### src/rtl/mb_pkg.sv
package mb_pkg;
  typedef enum logic [1:0] {
    RGN_NONE = 2'd0,
    RGN_CMD  = 2'd1,
    RGN_DATA = 2'd2,
    RGN_WIN  = 2'd3
  } dsp_rgn_e;
endpackage

### src/rtl/mb_ctrl.sv
// Command latch, ready flag, interrupt status and overrun flag.
module mb_ctrl #(
  parameter int CW = 8
) (
  input  logic          clk,
  input  logic          rst_n,
  input  logic          cmd_wr,
  input  logic [CW-1:0] cmd_wdata,
  input  logic          dsp_cmd_rd,
  input  logic          dsp_rdy_set,
  output logic [CW-1:0] cmd_q,
  output logic          ready_q,
  output logic          irq_q,
  output logic          ovr_q
);
  logic          accept;
  logic [CW-1:0] cmd_d;
  logic          ready_d, irq_d, ovr_d;

  always_comb begin
    accept  = cmd_wr & ready_q;
    cmd_d   = accept ? cmd_wdata : cmd_q;
    ready_d = ready_q;
    if (accept)           ready_d = 1'b0;
    else if (dsp_rdy_set) ready_d = 1'b1;
    // A new command wins over a clearing read in the same cycle.
    irq_d   = accept | (irq_q & ~dsp_cmd_rd);
    ovr_d   = ovr_q | (cmd_wr & ~ready_q);
  end

  always_ff @(posedge clk or negedge rst_n) begin
    if (!rst_n) begin
      cmd_q   <= '0;
      ready_q <= 1'b1;
      irq_q   <= 1'b0;
      ovr_q   <= 1'b0;
    end else begin
      cmd_q   <= cmd_d;
      ready_q <= ready_d;
      irq_q   <= irq_d;
      ovr_q   <= ovr_d;
    end
  end
endmodule

### src/rtl/mb_dport.sv
// Shared data port; a DSP write wins over a host write in the same cycle.
module mb_dport #(
  parameter int DW = 8
) (
  input  logic          clk,
  input  logic          rst_n,
  input  logic          host_wr,
  input  logic [DW-1:0] host_wdata,
  input  logic          dsp_wr,
  input  logic [DW-1:0] dsp_wdata,
  output logic [DW-1:0] data_q
);
  logic [DW-1:0] data_d;
  logic          data_en;

  always_comb begin
    data_en = host_wr | dsp_wr;
    data_d  = dsp_wr ? dsp_wdata : host_wdata;
  end

  always_ff @(posedge clk or negedge rst_n) begin
    if (!rst_n)       data_q <= '0;
    else if (data_en) data_q <= data_d;
  end
endmodule

### src/rtl/mb_window.sv
// Register array standing in for the DSP-side window.
module mb_window #(
  parameter int DW    = 8,
  parameter int OFF_W = 6
) (
  input  logic             clk,
  input  logic             rst_n,
  input  logic             we,
  input  logic [OFF_W-1:0] addr,
  input  logic [DW-1:0]    wdata,
  output logic [DW-1:0]    rdata
);
  localparam int DEPTH = 1 << OFF_W;

  logic [DW-1:0] mem_q [DEPTH];

  for (genvar i = 0; i < DEPTH; i++) begin : g_ent
    logic en;
    always_comb en = we && (addr == OFF_W'(i));
    always_ff @(posedge clk or negedge rst_n) begin
      if (!rst_n)  mem_q[i] <= '0;
      else if (en) mem_q[i] <= wdata;
    end
  end

  always_comb rdata = mem_q[addr];
endmodule

### src/rtl/regwin_mailbox.sv
module regwin_mailbox
  import mb_pkg::*;
#(
  parameter int             DW        = 8,
  parameter int             OFF_W     = 6,
  parameter int             AW        = 16,
  parameter logic [AW-1:0]  WIN_BASE  = 16'h2000,
  parameter logic [AW-1:0]  CMD_ADDR  = 16'h3040,
  parameter logic [AW-1:0]  DATA_ADDR = 16'h3041
) (
  input  logic          clk,
  input  logic          rst_n,
  input  logic          h_we,
  input  logic          h_sel,
  input  logic [DW-1:0] h_wdata,
  output logic [DW-1:0] h_rdata,
  output logic          h_ready,
  output logic          h_overrun,
  input  logic          d_we,
  input  logic          d_re,
  input  logic [AW-1:0] d_addr,
  input  logic [DW-1:0] d_wdata,
  output logic [DW-1:0] d_rdata,
  output logic          d_irq
);
  // Command byte: direction bit, reserved bit, offset field.
  localparam int CW = OFF_W + 2;

  dsp_rgn_e      rgn;
  logic [CW-1:0] cmd_q;
  logic [DW-1:0] data_q;
  logic [DW-1:0] win_rdata;

  always_comb begin
    if (d_addr == CMD_ADDR)                                   rgn = RGN_CMD;
    else if (d_addr == DATA_ADDR)                             rgn = RGN_DATA;
    else if (d_addr[AW-1:OFF_W] == WIN_BASE[AW-1:OFF_W])      rgn = RGN_WIN;
    else                                                      rgn = RGN_NONE;
  end

  mb_ctrl #(.CW(CW)) u_ctrl (
    .clk         (clk),
    .rst_n       (rst_n),
    .cmd_wr      (h_we && !h_sel),
    .cmd_wdata   (h_wdata[CW-1:0]),
    .dsp_cmd_rd  (d_re && (rgn == RGN_CMD)),
    .dsp_rdy_set (d_we && (rgn == RGN_CMD) && d_wdata[0]),
    .cmd_q       (cmd_q),
    .ready_q     (h_ready),
    .irq_q       (d_irq),
    .ovr_q       (h_overrun)
  );

  mb_dport #(.DW(DW)) u_dport (
    .clk        (clk),
    .rst_n      (rst_n),
    .host_wr    (h_we && h_sel),
    .host_wdata (h_wdata),
    .dsp_wr     (d_we && (rgn == RGN_DATA)),
    .dsp_wdata  (d_wdata),
    .data_q     (data_q)
  );

  mb_window #(.DW(DW), .OFF_W(OFF_W)) u_win (
    .clk   (clk),
    .rst_n (rst_n),
    .we    (d_we && (rgn == RGN_WIN)),
    .addr  (d_addr[OFF_W-1:0]),
    .wdata (d_wdata),
    .rdata (win_rdata)
  );

  always_comb begin
    h_rdata = h_sel ? data_q : DW'(cmd_q);
    unique case (rgn)
      RGN_CMD:  d_rdata = DW'(cmd_q);
      RGN_DATA: d_rdata = data_q;
      RGN_WIN:  d_rdata = win_rdata;
      default:  d_rdata = '0;
    endcase
  end
endmodule

### config.mk
export PLATFORM = sky130hd
export DESIGN_NAME = regwin_mailbox
export DESIGN_NICKNAME = d
export VERILOG_FILES = /design/src/rtl/mb_pkg.sv /design/src/rtl/mb_ctrl.sv /design/src/rtl/mb_dport.sv /design/src/rtl/mb_window.sv /design/src/rtl/regwin_mailbox.sv
export SDC_FILE = /design/constraint.sdc
export NUM_CORES = 1
export LEC_CHECK = 0
export ABC_AREA = 1
export BUFFER_PORTS_ARGS = -buffer_cell sky130_fd_sc_hd__clkbuf_2
export CAP_MARGIN = 15
export CORE_MARGIN = 2
export CORE_UTILIZATION = 35
export DETAILED_ROUTE_END_ITERATION = 8
export GPL_TIMING_DRIVEN = 0
export PLACE_DENSITY_LB_ADDON = 0.2
export SLEW_MARGIN = 20
export SYNTH_ARGS = -nofsm -noshare
export SYNTH_HDL_FRONTEND = slang
export SYNTH_SLANG_ARGS = --single-unit
### constraint.sdc
create_clock -name clk -period 3.6 [get_ports clk]
set_input_delay 0.72 -clock clk [delete_from_list [all_inputs] [get_ports clk]]
set_output_delay 0.72 -clock clk [all_outputs]
set_load 0.03 [all_outputs]
; Word-level counts from Yosys, hierarchy flattened
; Cells that the tools add are included.
[classes]
n_lt_le_gt_ge = 1
eq_ne = 69
muxes = 11
bitwise_logic = 9
reduce_logical = 74
[op_table]
columns = operator, n
row1 = $eq A6 B6 Y1 const B, 32
row2 = $eq A6 B5 Y1 const B, 16
row3 = $logic_and A1 B1 Y1, 71
row4 = $bmux W8 S6, 1
row5 = $eq A6 B4 Y1 const B, 8
row6 = $eq A16 B14 Y1 const B, 2
row7 = $mux W8, 4
row8 = $eq A6 B3 Y1 const B, 4
row9 = $pmux W8 S3, 1
row10 = $eq A6 B2 Y1 const B, 2
row11 = $eq A10 B8 Y1 const B, 1
row12 = $ge A7 B7 Y1 const B, 1
row13 = $not A6 Y7, 1
row14 = $eq A6 B1 Y1 const B, 1
row15 = $logic_not A6 Y1, 1
row16 = $mux W2, 3
row17 = $eq A2 B2 Y1 const B, 2
row18 = $and A1 B1 Y1, 3
row19 = $or A1 B1 Y1, 3
row20 = $eq A2 B1 Y1 const B, 1
row21 = $mux W1, 2
row22 = $not A1 Y1, 2
row23 = $reduce_bool A2 Y1, 1
row24 = $logic_not A1 Y1, 1
[word_totals]
register_bits = 531
in_bits = 38
out_inout_bits = 19
word_cells = 233

; Logic depth before layout (Yosys ltp)
; Gate-level depths: netlist of the first run.
[depth]
word_depth = 9
depth_mapped = 16
depth_no_buf = 13

; Hierarchy
; From an unflattened synthesis of the first run, not the netlist that was laid out.
[unflattened]
hier_cells = 3450
area_unflattened_um2 = 25563.3
[modules_own_cells]
columns = mod, instances, cells_per_inst, area_each_um2, seq_area_each_um2
row1 = mb_window, 1, 3282, 24150.7, 12812.3
row2 = regwin_mailbox, 1, 79, 589.3, 0.0
row3 = mb_ctrl, 1, 45, 449.2, 276.5
row4 = mb_dport, 1, 44, 374.1, 200.2

; Worst setup path after synthesis of the first run
; No wires, ideal clock.
[synth_path]
kind = input -> output
start = input port d_addr[0]
end = output port d_rdata[1]
arrival_ns = 2.108
required_time_ns = 2.880
setup_slack_ns = 0.772
stages = 13
path_cell_list = buf_4 > inv_2 > nand2_2 > buf_4 > buf_2 > nor2_1 > nor2_1 > nand2_1 > nand2_1 > nand2_1 > o21ai_0 > nand3_1 > nand2_1
[synth_via]
elab_chain_len = 5
word_cells_on_any_way = 12
[synth_lines]
columns = element, line_no
row1 = from (decl), regwin_mailbox.sv:21  ; input logic [AW-1:0] d_addr,
row2 = $not A6 Y7 (implied by the code) or $eq A16 B14 Y1 (tied branches), "mb_window.sv:26, regwin_mailbox.sv:36"
row3 = $bmux W8 S6 or $mux W2 (tied branches), "mb_window.sv:26, regwin_mailbox.sv:36"
row4 = $mux W8 (implied by the code) or $mux W2 (tied branches), "mb_window.sv:26, regwin_mailbox.sv:35"
row5 = $mux W8 (implied by the code) (tied with other cells), mb_window.sv:26  ; always_comb rdata = mem_q[addr];
row6 = $pmux W8 S3 (*), regwin_mailbox.sv:75  ; unique case (rgn)
row7 = to (decl), regwin_mailbox.sv:23  ; output logic [DW-1:0] d_rdata,
; Every way passes the cells marked *; elsewhere a longest branch is shown, timed or not. The select of a mux whose other input is x is not followed.

; Worst setup path in the final report of the first run
[layout_path]
start = input port d_addr[1]
end = output port d_rdata[6]
; The elaborated chain is that of the path after synthesis.

==> results of run 1 <==
per-layer routing:
metal	part of all wire	vias to the layer above
li1	-	10700
met1	0.43	11200
met2	0.44	887
met3	0.084	225
met4	0.048	2
met5	0.00013	-
cells in the mapped netlist:
library cell  count
o22ai_1           1
clkinv_1          2
buf_4             4
buf_12            2
buf_2            40
inv_2             9
buf_8             2
nor2_4           10
nor3_1            3
o22a_1           14
o211ai_1          7
a21oi_1           1
buf_6            39
nor2_1          498
inv_1           127
nand2_2           5
dfrtp_1         530
o21ai_1         206
nor3_4            1
nor2_2            5
o21ai_0         402
o21bai_1          8
nor2_8            4
buf_1             5
dfstp_2           1
nand3_1          26
clkbuf_1        121
nand2_1        1206
nand2_4          41
worst min path at each step:
stage / startpoint / to / slack (ns) / cells past startpoint
2_1_floorplan: rst_n / u_ctrl.cmd_q[0] / 0.42 / 0
5_1_grt: h_wdata[6] / u_ctrl.cmd_q[6] / 0.35 / 3
3_3_place_gp: u_ctrl.ovr_q / u_ctrl.ovr_q / 0.46 / 1
6_report: h_wdata[3] / u_ctrl.cmd_q[3] / 0.32 / 3
3_5_place_dp: u_ctrl.ovr_q / u_ctrl.ovr_q / 0.46 / 1
4_1_cts: h_wdata[3] / u_ctrl.cmd_q[3] / 0.31 / 3
power by group:
group | switching [W] | internal, W | leakage [nW]
Clock | 0.00271 | 0.00390 | 1.04
Combinational | 0.00109 | 0.000336 | 6.65
Sequential | 0.0000238 | 0.00603 | 7.38
Total | 0.00382 | 0.0103 | 15.1
final cells by class:
type / instances / area, sq um / area share
sequential: 531 / 13300 / 0.445
buffer: 213 / 1560 / 0.0523
inverter: 138 / 520 / 0.0174
clock buffer: 86 / 1720 / 0.0576
tap: 959 / 1200 / 0.0402
antenna: 1 / 2.50 / 0.0000838
multi-input combinational: 2438 / 10700 / 0.357
timing repair buffer: 62 / 492 / 0.0165
clock inverter: 26 / 400 / 0.0134
critical path, stage by stage:
cell and delay (ns):
clkbuf_4 0.18, buf_12 0.16, inv_2 0.05, buf_4 0.21, buf_4 0.24, nand2_1 0.09
nand2_1 0.09, nand2_1 0.09, nand2_1 0.10, nor2_1 0.32, nor2_1 0.08, nor2_1 0.10
nand3_1 0.11, nand2_1 0.10, clkbuf_4 0.19
flip-flops by register name, indices dropped and copies added (netlist names):
| name | flops |
|---|---|
| u_dport.data_q | 8 |
| u_ctrl.ready_q | 1 |
| u_ctrl.irq_q | 1 |
| u_ctrl.ovr_q | 1 |
| u_ctrl.cmd_q | 8 |
| u_win.mem_q | 512 |
through the flow:
stage                     total power [W]  hold WS [ns]   TNS [ns]  setup slack, ns
final                              0.0141         0.325          0          0.00484
after global routing               0.0145         0.345  -0.000470        -0.000470
after CTS                          0.0141         0.305    -0.0462          -0.0206
after detailed placement          0.00749         0.462      -5.24           -0.725
after global placement            0.00747         0.464   -5989.80           -11.37
after floorplan                   0.00680         0.424          0            0.772
timing repair:
action                     4_1_cts  5_1_grt
gates cloned                     0        0
setup endpoints to repair        8        8
hold buffers                     1        0
hold endpoints to repair         9        0
resized for setup              122       69
pin swaps                        0        6
cells by family after synthesis:
group / after synthesis / synth area share
flip-flops: 531 / 0.519
buffers and inverters: 351 / 0.0676
AND/OR/NAND/NOR: 1799 / 0.284
AO/OA/AOI/OAI: 639 / 0.129
==> metrics.md, run 1 <==
| Metric | Value |
|---|---|
| Outcome | complete, no violations |
| Pleak | 15.1 nW |
| Total wire length | 99.8 mm |
| Initial core utilization | 0.352 |
| R2R Path Start | u_ctrl.ready_q |
| First-pass GRT wire length | 147 mm |
| ANT nets after route | 0 |
| Nature of the critical path startpoint | primary input |
| Final Critical Period | 3.60 ns |
| CTS tree | yes |
| Maximum fanout along the worst path | 10 |
| Number of global-route vias before repair | 21,800 |
| Wire per inst | 22.4 microns |
| DIE WIDTH | 274 microns |
| Clk buf depth | 3 |
| Area growth syn-to-layout | 16.7% |
| Fin crit share | 0.999 |
| Seq/Total Area, Yosys | 0.519 |
| Final #Nets | 3,482 |
| Fin. Hold Viols | 0 |
| Cts bufs inserted | 60 |
| Fillers | 7,540 |
| Finished Cell Area | 29,900 sq um |
| Clock transition at path regs | 0.05 ns |
| Routed vias/inst | 5.16 |
| Peak VDD IR | 0.000426 V |
| CP required | 2.88 ns |
| Post-Syn Area per Cell | 7.71 sq um |
| Root Buffer | clkbuf_16 |
| Critical path capture point type | output pin |
| Detailed-route via count | 23,000 |
| Grt ovf | 0 |
| CTS H-Tree Depth | 2 |
| Flops & latches, synth | 531 |
| Reg2Reg Depth | 4 |
| Mapped Area | 25,600 sq um |
| Pwr/cell area | 472 nW/um^2 |
| Commonest cells after routing, fill and taps aside | nand2_1, dfrtp_1, nor2_1, o21ai_0, o21ai_1 |
| Io pins | 57 |
| Worst hold path class | in2reg |
| Fin cells | 4,454 |
| Setup bufs post-CTS | 0 |
| Largest net degree at the start of global routing | 84 |
| Max Freq | 278 MHz |
| Clk_skew | 0.00339 ns |
| CP startpoint | d_addr[1] |
| Dpl cell area | 27,300 sq um |
| Setup violators final | 0 |
| Die ar. | 75,300 sq um |
| Crit path DAT | 2.88 ns |
| Most common cell after layout, fill and taps aside | nand2_1 |
| Met3 Resource Use GR | 0.0588 |
| Max Slew Vio Count | 0 |
| GRT Util Overall | 0.267 |
| Met2 Use GR | 0.407 |
| Max-Cap Viols | 0 |
| Inst Count DP | 4,340 |
| Top cells by area, synth | dfrtp_1, nand2_1, o21ai_0 |
| Drt drc | 0 |
| Final estimated routing congestion in global placement | 0.979 |
| Slew margin rel. | 0.238 |
| I/O Buffers | 54 |
| Core area | 72,700 sq um |
| Detailed placement HPWL | 69.7 mm |
| Synthesized net count | 3,358 |
| FP Rows | 99 |
| Die height | 274 microns |
| Setup slack, reg-to-reg | 1.87 ns |
| Slew @ Worst Pin | 1.14 ns |
| WS Path Type | in2out |
| Mapped Cells | 3,320 |
| Area leader, netlist | dfrtp_1 |
| Reg2reg end | u_ctrl.cmd_q[6] |
| Busiest grt layer | met2 |
| Number of iterations in the first detailed-routing pass | 6 |
| M1 GR Usage | 0.366 |
| Clock Latency Late Sink | 0.63 ns |
| Synth cell types | 29 |
| Synthesis warning total | 0 |
| Initial antenna violation count | 2 |
| Fin util | 0.411 |
| Layout cell share with drive strength beyond 1 | 0.109 |
| Post-synth top area share | 0.518 |
| End of the critical path | d_rdata[6] |
| Clock sinks | 531 |
| Iter 0 DRT Violations | 2,514 |
No activity file was read; power rests on OpenSTA's default activity.
==> inputs of run 2 (changes only) <==
CORE_MARGIN = unset   (was 2)
==> run 2 against run 1 <==
Against the previous run: critical path depth unchanged; fmax rose by 0.24%; power is 3.3% lower; worst setup slack better by 0.0086 ns; via count increased by 0.15%; sequential share of layout area increased by 0.34 points; utilization increased by 0.18 points; first-iteration DRC count up 22%; sequential power about the same; non-clock buffer count unchanged; highest routed layer is now met4.
==> metrics.md, run 2 (synthesis gave the netlist of run 1 again) <==
| Metric | Value |
|---|---|
| Power share of the clock group | 0.451 (-0.018) |
| Largest net degree at the start of global routing | 83 (-1.2%) |
| Largest Register | u_win.mem_q |
| Setup slack, reg-to-reg | 1.84 ns (-0.03 ns) |
| Largest registers | u_win.mem_q x512, u_ctrl.cmd_q x8, u_dport.data_q x8 |
| Grt ovf | 0 (unchanged) |
| Clock Latency Late Sink | 0.63 ns (about the same) |
| Die height | 272 microns (-0.73%) |
| Most common cell after layout, fill and taps aside | nand2_1 |
| Cts bufs inserted | 60 (unchanged) |
| Crit path DAT | 2.87 ns (about the same) |
| CTS H-Tree Depth | 2 (unchanged) |
| Initial core utilization | 0.356 (+0.00420) |
| Clk buf depth | 3 (unchanged) |
| Detailed-route via count | 23,000 (+0.15%) |
| Commonest cells after routing, fill and taps aside | nand2_1, dfrtp_1, nor2_1, o21ai_0, o21ai_1 |
| Reg2Reg Depth | 4 (unchanged) |
| Clock transition at path regs | 0.06 ns (about the same) |
| Core area | 71,900 sq um (-1.2%) |
| Total Power | 0.0136 W (-3.3%) |
| WS Path Type | in2out |
| Pre-CTS WS | -0.871 ns (-0.146 ns) |
| Max-Cap Viols | 0 (unchanged) |
| Slew @ Worst Pin | 1.18 ns (+0.0381 ns) |
| Setup TNS | 0 ns (unchanged) |
| FP Rows | 98 (-1.0%) |
| Critical-path top delay cell | clkbuf_8 |
| ANT nets after route | 0 (unchanged) |
| Iter 0 DRT Violations | 3,073 (+22%) |
| WP buf/inv | 6 (unchanged) |
| Layout cell share with drive strength beyond 1 | 0.109 (about the same) |
| CP required | 2.88 ns (about the same) |
| Antenna Cells | 0 (-1) |
| R2R Path Start | u_ctrl.ready_q |
| Detailed placement HPWL | 69.7 mm (about the same) |
| Hold EP | u_ctrl.cmd_q[5] |
| Switching part of the total | 0.277 (+0.00531) |
| Critical path capture point type | output pin |
| Sw power | 0.00377 W (-1.4%) |
| Setup WS post-layout | 0.0134 ns (+0.00857 ns) |
| Fin crit share | 0.996 (-0.00238) |
| Comb power frac | 0.105 (+0.004) |
| Most common cell on crit path | nand2_1 |
| Final #Nets | 3,482 (unchanged) |
| Root Buffer | clkbuf_16 |
| Clk_skew | 0.00317 ns (-0.000219 ns) |
| Number of global-route vias before repair | 21,600 (-0.90%) |
| Setup violators final | 0 (unchanged) |
| Worst hold path class | in2reg |
| CTS tree | yes |
| Pleak | 15.0 nW (-0.60%) |
| Setup bufs post-CTS | 0 (unchanged) |
| Outcome | complete, no violations |
| Crit path cell chain | clkbuf_4 -> buf_12 -> inv_2 -> buf_4 -> clkbuf_8 -> o21ai_0 -> nand2_1 -> nand2_1 -> nand2_1 -> nor2_4 -> nor2_1 -> nor2_2 -> nand3_1 -> nand2_1 -> buf_2 |
| GRT Util Overall | 0.270 (+0.00384) |
| Wire per inst | 22.5 microns (+0.45%) |
| Nature of the critical path startpoint | primary input |
| Reg2reg end | u_ctrl.cmd_q[6] |
| Routed vias/inst | 5.18 (+0.42%) |
| CP delay by family, top | simple AND/OR/NAND/NOR gates |
| DIE WIDTH | 272 microns (-0.73%) |
| Pwr/cell area | 460 nW/um^2 (-2.5%) |
| Fin. Hold Viols | 0 (unchanged) |
| Initial antenna violation count | 1 (-1) |
| First-pass GRT wire length | 147 mm (about the same) |
| Slew margin rel. | 0.213 (-0.0254) |
| Drt drc | 0 (unchanged) |
| Die ar. | 74,200 sq um (-1.5%) |
| Reg power frac | 0.444 (+0.015) |
| Total wire length | 100 mm (+0.18%) |
| Final Critical Period | 3.59 ns (-0.00857 ns) |
| Area growth syn-to-layout | 15.8% |
| Worst hold path depth | 3 (unchanged) |
| Max Freq | 279 MHz (+0.24%) |
| Clock sinks | 531 (unchanged) |
| HP Start | h_wdata[5] |
| Maximum fanout along the worst path | 10 (unchanged) |
| Final estimated routing congestion in global placement | 0.988 (+0.95%) |
| Max Slew Vio Count | 0 (unchanged) |
| I/O Buffers | 54 (unchanged) |
| Power Internal | 0.00986 W (-4.0%) |
| CP peak stage delay | 0.23 ns (-0.09 ns) |
| Peak VDD IR | 0.000383 V (-10%) |
| Io pins | 57 (unchanged) |
| Number of iterations in the first detailed-routing pass | 8 (+2) |
| Max reg flops | 512 (unchanged) |
| Fin util | 0.412 (+0.00178) |
## run 2: worst min-delay path, delay by kind of cell
kind / cells / cell delay [ns]
buf+inv: 1 / 0.09
simple gates: 1 / 0.04
compound gates: 1 / 0.06
## run 2: cell type report
cell class,instances,area [sq um]
flip-flops and latches,531,13300
clock buffers,90,1750
clock inverters,20,188
well taps,950,1190
plain buffers,213,1530
multi-input cells,2438,10700
fillers,7579,42200
repair buffers,62,492
inverters,138,520
## run 2: layer usage
layer / global-route usage / vias to the layer above / share of wire
li1: - / 10700 / -
met1: 0.384 / 11100 / 0.44
met2: 0.401 / 946 / 0.43
met3: 0.0470 / 212 / 0.086
met4: 0.123 / 0 / 0.052
met5: 0 / - / 0
## run 2: metrics by stage
step | cell area, sq um | std cells | hold slack (ns)
2_1_floorplan | 25600 | 3320 | 0.424
3_3_place_gp | 27000 | 4324 | 0.459
3_5_place_dp | 27200 | 4331 | 0.462
4_1_cts | 29500 | 4442 | 0.301
5_1_grt | 29600 | 4442 | 0.327
6_report | 29600 | 4442 | 0.321
## run 2: power by group through the flow
stage,Combinational [W],Sequential [W],Clock [W]
global placement,0.00132,0.00616,0
floorplan,0.000637,0.00616,0
global route,0.00152,0.00605,0.00646
CTS,0.00139,0.00605,0.00621
detailed placement,0.00134,0.00616,0
finish,0.00143,0.00605,0.00615
## run 2: repair_timing
item | 4_1_cts | 5_1_grt
hold endpoints to repair | 13 | 0
pin swaps | 0 | 8
hold buffers | 1 | 0
resized for setup | 111 | 82
endpoints found under the setup margin | 8 | 8
## run 2: how the worst max path moves through the flow
stage / start / endpoint / depth (start not counted)
finish: d_addr[1] / d_rdata[6] / 15
global route: d_addr[0] / d_rdata[3] / 13
CTS: d_addr[0] / d_rdata[5] / 16
detailed placement: d_addr[1] / d_rdata[3] / 15
global placement: rst_n / u_ctrl.ovr_q / 1
floorplan: d_addr[0] / d_rdata[1] / 13
==> inputs of run 3 (changes only) <==
CORE_ASPECT_RATIO = 1.2   (was unset)
==> run 3 against run 2 <==
Against the previous run: the run now ends with negative setup slack left; fmax shrank 0.78%; worst setup slack got worse by 0.028 ns; flip-flop and latch count is the same; power increased by 0.63%; clock skew rose by 0.0079 ns; die area about the same; critical path type unchanged; sequential share of layout area hardly changed; via count is 0.87% lower; sequential power barely moved; first-iteration DRC count is 21% lower.
==> metrics.md, run 3 (synthesis gave the netlist of run 1 again) <==
| Metric | Value |
|---|---|
| CP required | 2.88 ns (about the same) |
| Setup WS post-layout | -0.0149 ns (-0.0283 ns) |
| FP Rows | 108 (+10%) |
| Setup violators final | 1 (+1) |
| Wire per inst | 22.7 microns (+1.0%) |
| RSZ-0062 raised after global routing | true |
| Outcome | finished with violations |
| Clk buf depth | 3 (unchanged) |
| Most common cell after layout, fill and taps aside | nand2_1 |
| GRT Util Overall | 0.273 (+0.00245) |
| Max-Cap Viols | 0 (unchanged) |
| Most common cell on crit path | nand2_1 |
| Max reg flops | 512 (unchanged) |
| Largest Register | u_win.mem_q |
| Final estimated routing congestion in global placement | 0.976 (-1.2%) |
| DIE WIDTH | 249 microns (-8.6%) |
| Routed vias/inst | 5.16 (-0.38%) |
| Peak VDD IR | 0.000361 V (-5.8%) |
| Fin. Hold Viols | 0 (unchanged) |
| Largest registers | u_win.mem_q x512, u_ctrl.cmd_q x8, u_dport.data_q x8 |
| Initial antenna violation count | 1 (unchanged) |
| Nature of the critical path startpoint | primary input |
| Failing checks | negative setup slack |
| Reg power frac | 0.441 (-0.003) |
| Total Power | 0.0137 W (+0.63%) |
| Pwr/cell area | 463 nW/um^2 (+0.64%) |
| Setup slack, reg-to-reg | 1.77 ns (-0.07 ns) |
| First-pass GRT wire length | 149 mm (+0.90%) |
| CP peak stage delay | 0.20 ns (-0.03 ns) |
| Crit path cell chain | buf_4 -> inv_2 -> buf_8 -> buf_12 -> nor2_1 -> o21bai_1 -> nand2_1 -> nand2_1 -> nand2_1 -> nor2_4 -> nor2_1 -> nor2_2 -> nand3_2 -> nand2_1 -> buf_2 |
| Worst hold path class | in2async |
| Final #Nets | 3,481 (-0.029%) |
| I/O Buffers | 54 (unchanged) |
| ANT nets after route | 0 (unchanged) |
| Die ar. | 74,200 sq um (about the same) |
| Power share of the clock group | 0.456 (+0.005) |
| Detailed placement HPWL | 69.9 mm (+0.21%) |
| Clock transition at path regs | 0.06 ns (about the same) |
| Layout cell share with drive strength beyond 1 | 0.108 (-0.000611) |
| Crit path DAT | 2.89 ns (+0.02 ns) |
| Slew @ Worst Pin | 1.30 ns (+0.121 ns) |
| Maximum fanout along the worst path | 10 (unchanged) |
| Largest net degree at the start of global routing | 88 (+6.0%) |
| Fin util | 0.410 (-0.00258) |
| Pleak | 15.0 nW (about the same) |
| Critical-path top delay cell | buf_8 |
| Number of global-route vias before repair | 22,000 (+1.7%) |
| Switching part of the total | 0.270 (-0.00688) |
| Critical path capture point type | output pin |
| Slew margin rel. | 0.129 (-0.0840) |
| Clock sinks | 531 (unchanged) |
| Fin crit share | 1.00 (+0.00786) |
| Sw power | 0.00370 W (-1.9%) |
| Number of iterations in the first detailed-routing pass | 5 (-3) |
| Hold-fix buffer count after cts | 0 (-1) |
| Commonest cells after routing, fill and taps aside | nand2_1, dfrtp_1, nor2_1, o21ai_0, o21ai_1 |
| R2R Path Start | u_ctrl.ready_q |
| Clock Latency Late Sink | 0.64 ns (about the same) |
| Core area | 72,300 sq um (+0.61%) |
| Reg2reg end | u_ctrl.cmd_q[4] |
| WS Path Type | in2out |
| Initial core utilization | 0.354 (-0.00217) |
| Io pins | 57 (unchanged) |
| Power Internal | 0.0100 W (+1.6%) |
| Comb power frac | 0.103 (-0.002) |
| Total wire length | 101 mm (+0.53%) |
| CTS H-Tree Depth | 2 (unchanged) |
| Final Critical Period | 3.61 ns (+0.0283 ns) |
| Iter 0 DRT Violations | 2,413 (-21%) |
| Drt drc | 0 (unchanged) |
| Root Buffer | clkbuf_16 |
| Fillers | 7,565 (-0.18%) |
| Grt ovf | 0 (unchanged) |
| Max Freq | 277 MHz (-0.78%) |
| Die height | 298 microns (+9.5%) |
| Cts bufs inserted | 58 (-3.3%) |
| Clk_skew | 0.0111 ns (+0.00792 ns) |
| Max Slew Vio Count | 0 (unchanged) |
| Area growth syn-to-layout | 15.8% (about the same) |
| Detailed-route via count | 22,800 (-0.87%) |
| CTS tree | yes |
| Reg2Reg Depth | 4 (unchanged) |
run 3: cell types whose count changed in the layout (fill, tap and decap cells not counted), sizes merged:
cell	delta
inv	-2
bufinv	+4
clkdlybuf4s15	+1
clkinv	-2
dlygate4sd3	-1
clkbuf	-15
clkinvlp	-2
buf	+9
diode	+1
run 3: what timing repair did:
item | in CTS | in global routing
pin swaps | 2 | 5
hold endpoints to repair | 0 | 0
resized for setup | 135 | 66
setup endpoints to repair | 8 | 8
setup buffers | 0 | 3
run 3: area by class of cell:
| cell class | instances | area [sq um] | area share |
|---|---|---|---|
| Sequential cell | 531 | 13300 | 0.448 |
| Inverter | 138 | 518 | 0.0175 |
| Tap cell | 935 | 1170 | 0.0395 |
| Clock inverter | 18 | 244 | 0.00823 |
| Multi-Input combinational cell | 2438 | 10700 | 0.361 |
| Antenna cell | 1 | 2.50 | 0.0000845 |
| Timing Repair Buffer | 63 | 479 | 0.0162 |
| Clock buffer | 83 | 1690 | 0.0570 |
| Buffer | 213 | 1550 | 0.0522 |
run 3: power by group through the flow:
stage / Clock (W) / Sequential, W / Combinational, W
floorplan: 0 / 0.00616 / 0.000637
global placement: 0 / 0.00616 / 0.00131
detailed placement: 0 / 0.00615 / 0.00133
CTS: 0.00631 / 0.00605 / 0.00139
global route: 0.00653 / 0.00605 / 0.00151
finish: 0.00625 / 0.00605 / 0.00142
run 3: how the worst max path moves through the flow:
stage,start,endpoint,slack [ns],cells past startpoint
floorplan,d_addr[0],d_rdata[1],0.77,13
global placement,rst_n,u_win.mem_q[487],-11.35,1
detailed placement,d_addr[1],d_rdata[6],-0.84,13
CTS,d_addr[1],d_rdata[6],-0.02,15
global route,d_addr[0],d_rdata[6],-0.04,15
finish,d_addr[0],d_rdata[6],-0.01,15
run 3: worst max-delay path: cells and delay by family:
kind                   cells  cell delay [ns]
buffers and inverters      5             0.90
and+or+nand+nor            9             1.07
AOI/OAI and AO/OA          1             0.17
run 3: metal layers:
layer  part of all wire  track usage  wire length (microns)  vias up
met4              0.052        0.133                   5270        0
li1                   -            -                      -    10700
met2               0.46        0.440                  46300      859
met3              0.071       0.0439                   7190      210
met5                  0            0                      0        -
met1               0.42        0.356                  41700    11000
run 3: stage by stage:
stage          hold WS [ns]  std cells  setup TNS [ns]  instance area, sq um  setup WS (ns)
4_1_cts               0.123       4416         -0.0161                 29500        -0.0161
5_1_grt               0.149       4419          -0.116                 29600        -0.0413
3_3_place_gp          0.461       4309        -5996.14                 27000         -11.35
3_5_place_dp          0.468       4315           -5.17                 27200         -0.838
2_1_floorplan         0.424       3320               0                 25600          0.772
6_report              0.110       4420         -0.0149                 29600        -0.0149
